==> src/rtl/dma_arb_pkg.sv <==
package dma_arb_pkg;

  typedef enum logic [1:0] {
    ST_IDLE  = 2'd0,
    ST_SERVE = 2'd1,
    ST_HOLD  = 2'd2
  } arbState_t;

  // Strobes from the control FSM to the datapath
  typedef struct packed {
    logic grant;   // arbitration result is taken this cycle
    logic done;    // current service ends this cycle
  } arbStrobe_t;

endpackage

==> src/rtl/dma_arb_pick.sv <==
// Lowest-index finder over a request vector.
module dma_arb_pick #(
  parameter  int NUM_CH = 8,
  localparam int IW     = $clog2(NUM_CH)
) (
  input  logic [NUM_CH-1:0] reqVec,
  output logic              found,
  output logic [IW-1:0]     idx
);

  always_comb begin
    found = |reqVec;
    idx   = '0;
    for (int i = NUM_CH - 1; i >= 0; i--) begin
      if (reqVec[i]) idx = IW'(i);
    end
  end

endmodule

==> src/rtl/dma_arb_ctrl.sv <==
// Service state machine: idle, serving, holding for request release.
module dma_arb_ctrl
  import dma_arb_pkg::*;
(
  input  logic       clk,
  input  logic       rstN,
  input  logic       anyReq,
  input  logic       seqDone,
  input  logic       waitSel,
  input  logic       reqLow,
  output arbStrobe_t strb,
  output logic       busy
);

  arbState_t state, stateNxt;

  always_comb begin
    strb.grant = (state == ST_IDLE) && anyReq;
    strb.done  = (state == ST_SERVE) && seqDone;
    stateNxt   = state;
    unique case (state)
      ST_IDLE:  if (strb.grant) stateNxt = ST_SERVE;
      ST_SERVE: if (strb.done)  stateNxt = waitSel ? ST_HOLD : ST_IDLE;
      ST_HOLD:  if (reqLow)     stateNxt = ST_IDLE;
      default:  stateNxt = ST_IDLE;
    endcase
  end

  always_ff @(posedge clk) begin
    if (!rstN) state <= ST_IDLE;
    else       state <= stateNxt;
  end

  assign busy = (state != ST_IDLE);

  AST_HOLD_WHILE_REQ: assert property (@(posedge clk) disable iff (!rstN)
    (state == ST_HOLD && !reqLow) |=> (state == ST_HOLD));

  AST_DONE_LEAVES_SERVE: assert property (@(posedge clk) disable iff (!rstN)
    (state == ST_SERVE && seqDone) |=> (state != ST_SERVE));

endmodule

==> src/rtl/dma_arb_datapath.sv <==
// Request qualification, priority selection, pending software requests,
// grant registers and enable-clear strobes.
module dma_arb_datapath
  import dma_arb_pkg::*;
#(
  parameter  int NUM_CH = 8,
  localparam int IW     = $clog2(NUM_CH)
) (
  input  logic              clk,
  input  logic              rstN,
  input  logic [NUM_CH-1:0] singleReq,
  input  logic [NUM_CH-1:0] burstReq,
  input  logic [NUM_CH-1:0] swReq,
  input  logic [NUM_CH-1:0] chEnable,
  input  logic [NUM_CH-1:0] reqMask,
  input  logic [NUM_CH-1:0] burstOnly,
  input  logic [NUM_CH-1:0] highPri,
  input  logic [NUM_CH-1:0] waitOnReq,
  input  logic              seqLast,
  input  arbStrobe_t        strb,
  output logic              anyReq,
  output logic              waitSel,
  output logic              reqLow,
  output logic              grantValid,
  output logic [IW-1:0]     grantCh,
  output logic              grantBurst,
  output logic [NUM_CH-1:0] enClr
);

  localparam logic [NUM_CH-1:0] ONE_HOT0 = {{(NUM_CH-1){1'b0}}, 1'b1};

  logic [NUM_CH-1:0] extBurst, extReq, qualReq, hiReq, swPend, winHot;
  logic              hiFound, allFound, winBurst;
  logic [IW-1:0]     hiIdx, allIdx, winIdx;

  for (genvar g = 0; g < NUM_CH; g++) begin : g_qual
    assign extBurst[g] = burstReq[g] & ~reqMask[g];
    assign extReq[g]   = extBurst[g] | (singleReq[g] & ~burstOnly[g] & ~reqMask[g]);
    assign qualReq[g]  = (extReq[g] | swPend[g]) & chEnable[g];
  end

  assign hiReq = qualReq & highPri;

  dma_arb_pick #(.NUM_CH(NUM_CH)) i_pickHi (
    .reqVec (hiReq),
    .found  (hiFound),
    .idx    (hiIdx)
  );

  dma_arb_pick #(.NUM_CH(NUM_CH)) i_pickAll (
    .reqVec (qualReq),
    .found  (allFound),
    .idx    (allIdx)
  );

  assign anyReq   = allFound;
  assign winIdx   = hiFound ? hiIdx : allIdx;
  assign winHot   = ONE_HOT0 << winIdx;
  assign winBurst = extBurst[winIdx] | swPend[winIdx];

  // grantCh doubles as the active-channel register
  assign waitSel = waitOnReq[grantCh];
  assign reqLow  = ~(singleReq[grantCh] | burstReq[grantCh]);

  always_ff @(posedge clk) begin
    if (!rstN) begin
      grantValid <= 1'b0;
      grantCh    <= '0;
      grantBurst <= 1'b0;
      enClr      <= '0;
      swPend     <= '0;
    end else begin
      grantValid <= strb.grant;
      if (strb.grant) begin
        grantCh    <= winIdx;
        grantBurst <= winBurst;
      end
      enClr  <= (strb.done && seqLast) ? (ONE_HOT0 << grantCh) : '0;
      swPend <= (swPend & ~(strb.grant ? winHot : '0)) | swReq;
    end
  end

  AST_GRANT_PULSE: assert property (@(posedge clk) disable iff (!rstN)
    grantValid |=> !grantValid);

  AST_GRANT_ENABLED: assert property (@(posedge clk) disable iff (!rstN)
    grantValid |-> $past(chEnable[winIdx]));

  AST_SINGLE_QUALIFIED: assert property (@(posedge clk) disable iff (!rstN)
    (grantValid && !grantBurst) |->
      $past(singleReq[winIdx] & ~reqMask[winIdx] & ~burstOnly[winIdx]));

  AST_CLR_ONEHOT: assert property (@(posedge clk) disable iff (!rstN)
    $onehot0(enClr));

endmodule

==> src/rtl/dma_req_arbiter.sv <==
module dma_req_arbiter
  import dma_arb_pkg::*;
#(
  parameter  int NUM_CH = 8,
  localparam int IW     = $clog2(NUM_CH)
) (
  input  logic              clk,
  input  logic              rstN,
  input  logic [NUM_CH-1:0] singleReq,
  input  logic [NUM_CH-1:0] burstReq,
  input  logic [NUM_CH-1:0] swReq,
  input  logic [NUM_CH-1:0] chEnable,
  input  logic [NUM_CH-1:0] reqMask,
  input  logic [NUM_CH-1:0] burstOnly,
  input  logic [NUM_CH-1:0] highPri,
  input  logic [NUM_CH-1:0] waitOnReq,
  input  logic              seqDone,
  input  logic              seqLast,
  output logic              grantValid,
  output logic [IW-1:0]     grantCh,
  output logic              grantBurst,
  output logic              busy,
  output logic [NUM_CH-1:0] enClr
);

  arbStrobe_t strb;
  logic       anyReq, waitSel, reqLow;

  dma_arb_ctrl i_ctrl (
    .clk     (clk),
    .rstN    (rstN),
    .anyReq  (anyReq),
    .seqDone (seqDone),
    .waitSel (waitSel),
    .reqLow  (reqLow),
    .strb    (strb),
    .busy    (busy)
  );

  dma_arb_datapath #(.NUM_CH(NUM_CH)) i_datapath (
    .clk        (clk),
    .rstN       (rstN),
    .singleReq  (singleReq),
    .burstReq   (burstReq),
    .swReq      (swReq),
    .chEnable   (chEnable),
    .reqMask    (reqMask),
    .burstOnly  (burstOnly),
    .highPri    (highPri),
    .waitOnReq  (waitOnReq),
    .seqLast    (seqLast),
    .strb       (strb),
    .anyReq     (anyReq),
    .waitSel    (waitSel),
    .reqLow     (reqLow),
    .grantValid (grantValid),
    .grantCh    (grantCh),
    .grantBurst (grantBurst),
    .enClr      (enClr)
  );

  AST_BUSY_AFTER_GRANT: assert property (@(posedge clk) disable iff (!rstN)
    grantValid |-> busy);

endmodule

==> config.mk <==
export PLATFORM = sky130hd
export DESIGN_NAME = dma_req_arbiter
export DESIGN_NICKNAME = d
export VERILOG_FILES = /design/src/rtl/dma_arb_pkg.sv /design/src/rtl/dma_arb_pick.sv /design/src/rtl/dma_arb_ctrl.sv /design/src/rtl/dma_arb_datapath.sv /design/src/rtl/dma_req_arbiter.sv
export SDC_FILE = /design/constraint.sdc
export NUM_CORES = 1
export LEC_CHECK = 0
export BUFFER_PORTS_ARGS = -buffer_cell sky130_fd_sc_hd__buf_2
export CORE_MARGIN = 2
export CORE_UTILIZATION = 49
export DETAILED_ROUTE_END_ITERATION = 10
export GPL_TIMING_DRIVEN = 0
export PLACE_DENSITY = 0.85
export SLEW_MARGIN = 15
export SYNTH_ARGS = -nofsm -noshare
export SYNTH_HDL_FRONTEND = slang
export SYNTH_HIERARCHICAL = 1
export SYNTH_SLANG_ARGS = --single-unit
==> constraint.sdc <==
create_clock -name clk -period 5.2 [get_ports clk]
set_input_delay 0.52 -clock clk [delete_from_list [all_inputs] [get_ports clk]]
set_output_delay 0.52 -clock clk [all_outputs]
set_load 0.005 [all_outputs]
==> flow_metrics.env <==
export IMPL_cts_tree="built"
export IMPL_cp_cell_sequence="buf_2 > nor2b_1 > o31a_1 > and2_1 > nor2_1 > o21ai_0 > a21boi_0 > nor3b_2 > nor2_1 > o211ai_2 > o221ai_1 > nor3_2"
export IMPL_vias=1661
export IMPL_cts_hold_fix_buffers=0
export IMPL_worstMarginPinSlew_ps=638.9
export IMPL_finalWeightedCongestion=0.8035
export IMPL_dr_pass1_iters=4
export IMPL_numPortBuffers=81
export IMPL_drtIter0Drc=48
export IMPL_crit_path_end_kind="flop"
export IMPL_place_ws_ps=2220
export IMPL_root_buffer="clkbuf_4"
export IMPL_min_delay_path_class="in -> reg"
export IMPL_multi_input_area_um2=1050
export IMPL_holdWs_ps=408.4
export IMPL_synthesis_area_um2=1602
export IMPL_detail_route_wirelength_mm=4.022
export IMPL_drc_errors=0
export IMPL_drtAntennaViolNets=0
export IMPL_layout_common_cells="buf_2 (82), nor2_1 (24), dfxtp_1 (23)"
export IMPL_ys_flop_type="dfxtp_1"
export IMPL_antenna_found_initial=0
export IMPL_syn_area_per_cell_um2=8.130
export IMPL_vdd_ir_drop_max_mv=0.1774
export IMPL_crit_path_start_kind="primary input"
export IMPL_yosys_area_top_type="dfxtp_1"
export IMPL_cts_resized=0
export IMPL_layout_commonest_cell="buf_2"
export IMPL_cp_required_ps=5420
export IMPL_synth_seq_area_share_pct=28.75
export IMPL_slew_headroom_pct=56.85
export IMPL_cts_sinks=23
export IMPL_crit_top_cell="nor2_1"
export IMPL_crit_start="burstReq[4]"
export IMPL_drv_cap=0
export IMPL_clock_path_buffers=2
export IMPL_max_stage_delay_ps=500
export IMPL_slowest_stage="a21boi_0"
export IMPL_p_leak_nw=1.000
export IMPL_async_flop_share_pct=0
export IMPL_finalNetCount=351
export IMPL_post_drt_wl_per_cell_um=12.34
export IMPL_synth_area_leaders="dfxtp_1 (29%), o21a_1 (7.5%), nor2_1 (5.6%)"
export IMPL_grt_pass1_wl_mm=6.223
export IMPL_cts_max_level=1
export IMPL_hold_depth=2
export IMPL_ys_warn_count=6
export IMPL_hold_viol_final=0
export IMPL_stdcell_area_um2=2090
export IMPL_drive_gt1_share_pct=36.17
export IMPL_clkLatencyLatePin_ps=310
export IMPL_power_density_nw_per_um2=235.9
export IMPL_grtUsageTotal_pct=22.21
export IMPL_grt_overflow=0
export IMPL_ys_seq_elements=23
export IMPL_ios=82
export IMPL_skew_ps=6.775
export IMPL_dieArea_um2=3742
export IMPL_cts_setup_buffers=0
export IMPL_grt_max_degree=14
export IMPL_rows=20
export IMPL_post_dp_cell_area_um2=2062
export IMPL_seq_area_um2=460.4
export IMPL_core_um2=3078
export IMPL_drv_slew=0
export IMPL_fin_tns_setup_ps=0
export IMPL_cts_buffers_inserted=3
export IMPL_period_share_pct=50.35
export IMPL_fillerInstances=298
export IMPL_fin_crit_ps=2618
export IMPL_timing_rr_start="i_datapath/swPend[5]"
export IMPL_arrival_ps=2840
export IMPL_die_x_um=61.17
export IMPL_yosys_area_top_type_share_pct=28.75
export IMPL_worstSetupPathType="in -> reg"
export IMPL_hold_start="swReq[5]"
export IMPL_cts_reportedPaths_clkPinSlew_ps=130
export IMPL_synthToLayoutAreaGrowth_pct=30.47
export IMPL_grt_pass1_vias=1416
export IMPL_setup_ws_ps=2582
export IMPL_postSynthCellCount=197
export IMPL_viasPerCell=5.095
export IMPL_fmax_mhz=382.0
export IMPL_die_y_um=61.17
export IMPL_reg2reg_depth=10
export IMPL_antennaDiodeCount=0
export IMPL_status="finished clean"
export IMPL_setup_viol=0
export IMPL_yosysUniqueCellTypes=44
export IMPL_initial_core_util_pct=52.03
export IMPL_hpwlAfterDp_mm=3.448
export IMPL_worstPathMaxFanout=4
export IMPL_synth_edff_count=0
export IMPL_synth_nets=265
export IMPL_rsz0062_at_grt="no"
## sequential cells by signal (all words and copies together), names as in the netlist
name / flops
i_ctrl/state: 2
i_datapath/grantCh: 3
i_datapath/swPend: 8
i_datapath/grantValid: 1
i_datapath/grantBurst: 1
i_datapath/enClr: 8
## layer usage
| layer | global-route usage, % | vias up | wire (um) |
|---|---|---|---|
| li1 | - | 870 | - |
| met1 | 30.06 | 726 | 1842 |
| met2 | 37.54 | 65 | 1898 |
| met3 | 4.622 | 0 | 281 |
| met4 | 2.795 | 0 | 0 |
| met5 | 0 | - | 0 |
## path summary, 6_finish.rpt
path                            slack (ps)               endpoint
worst max register to register        2610  i_datapath/grantBurst
worst min register to register         550   i_datapath/swPend[2]
worst min-delay path                   410   i_datapath/swPend[5]
worst max-delay path                  2580  i_datapath/grantBurst
## critical path: cells and delay by family
family	cells	cell delay (ps)
AO/OA/AOI/OAI	5	1280
AND/OR/NAND/NOR	6	920
buffers and inverters	1	100
## report_power, final
group	switching [W]	internal, W
clock network	0.0000541	0.0000287
logic	0.000106	0.000102
registers	0.0000118	0.000191
## kinds of logic (layout without fill, tap and decap cells)
group,Yosys count,after routing,synth area share (%)
and+or+nand+nor,88,88,32.34
DFF,23,23,28.75
AOI/OAI and AO/OA,58,58,24.45
buffers and inverters,20,105,5.703
muxes,8,8,8.750
## synth_stat cells, types with 3 or more instances
library cell / n
a21boi_0: 4
a21oi_1: 17
and2_1: 9
and3b_1: 3
clkbuf_1: 3
dfxtp_1: 23
inv_1: 14
nand2_1: 10
nand2b_1: 4
nand3_1: 5
nor2_1: 24
nor2b_1: 10
nor3_1: 5
o21a_1: 16
o21ai_0: 5
o22ai_1: 3
## stage by stage
step	power, W	instances	utilization, %
floorplan	0.0003466	197	-
global placement	0.0004086	322	66.99
detailed placement	0.0004132	322	66.99
CTS	0.0004949	326	67.89
global route	0.0005260	326	67.89
finish	0.0004929	326	67.89
## cell type report
cell class,instances,share of cell area (%)
well taps,44,2.635
clock inverters,1,0.2395
repair buffers,81,19.40
multi-input cells,154,50.24
plain buffers,6,1.856
inverters,14,2.515
flip-flops and latches,23,22.04
clock buffers,3,1.078
Power figures use the tool's default switching activity.
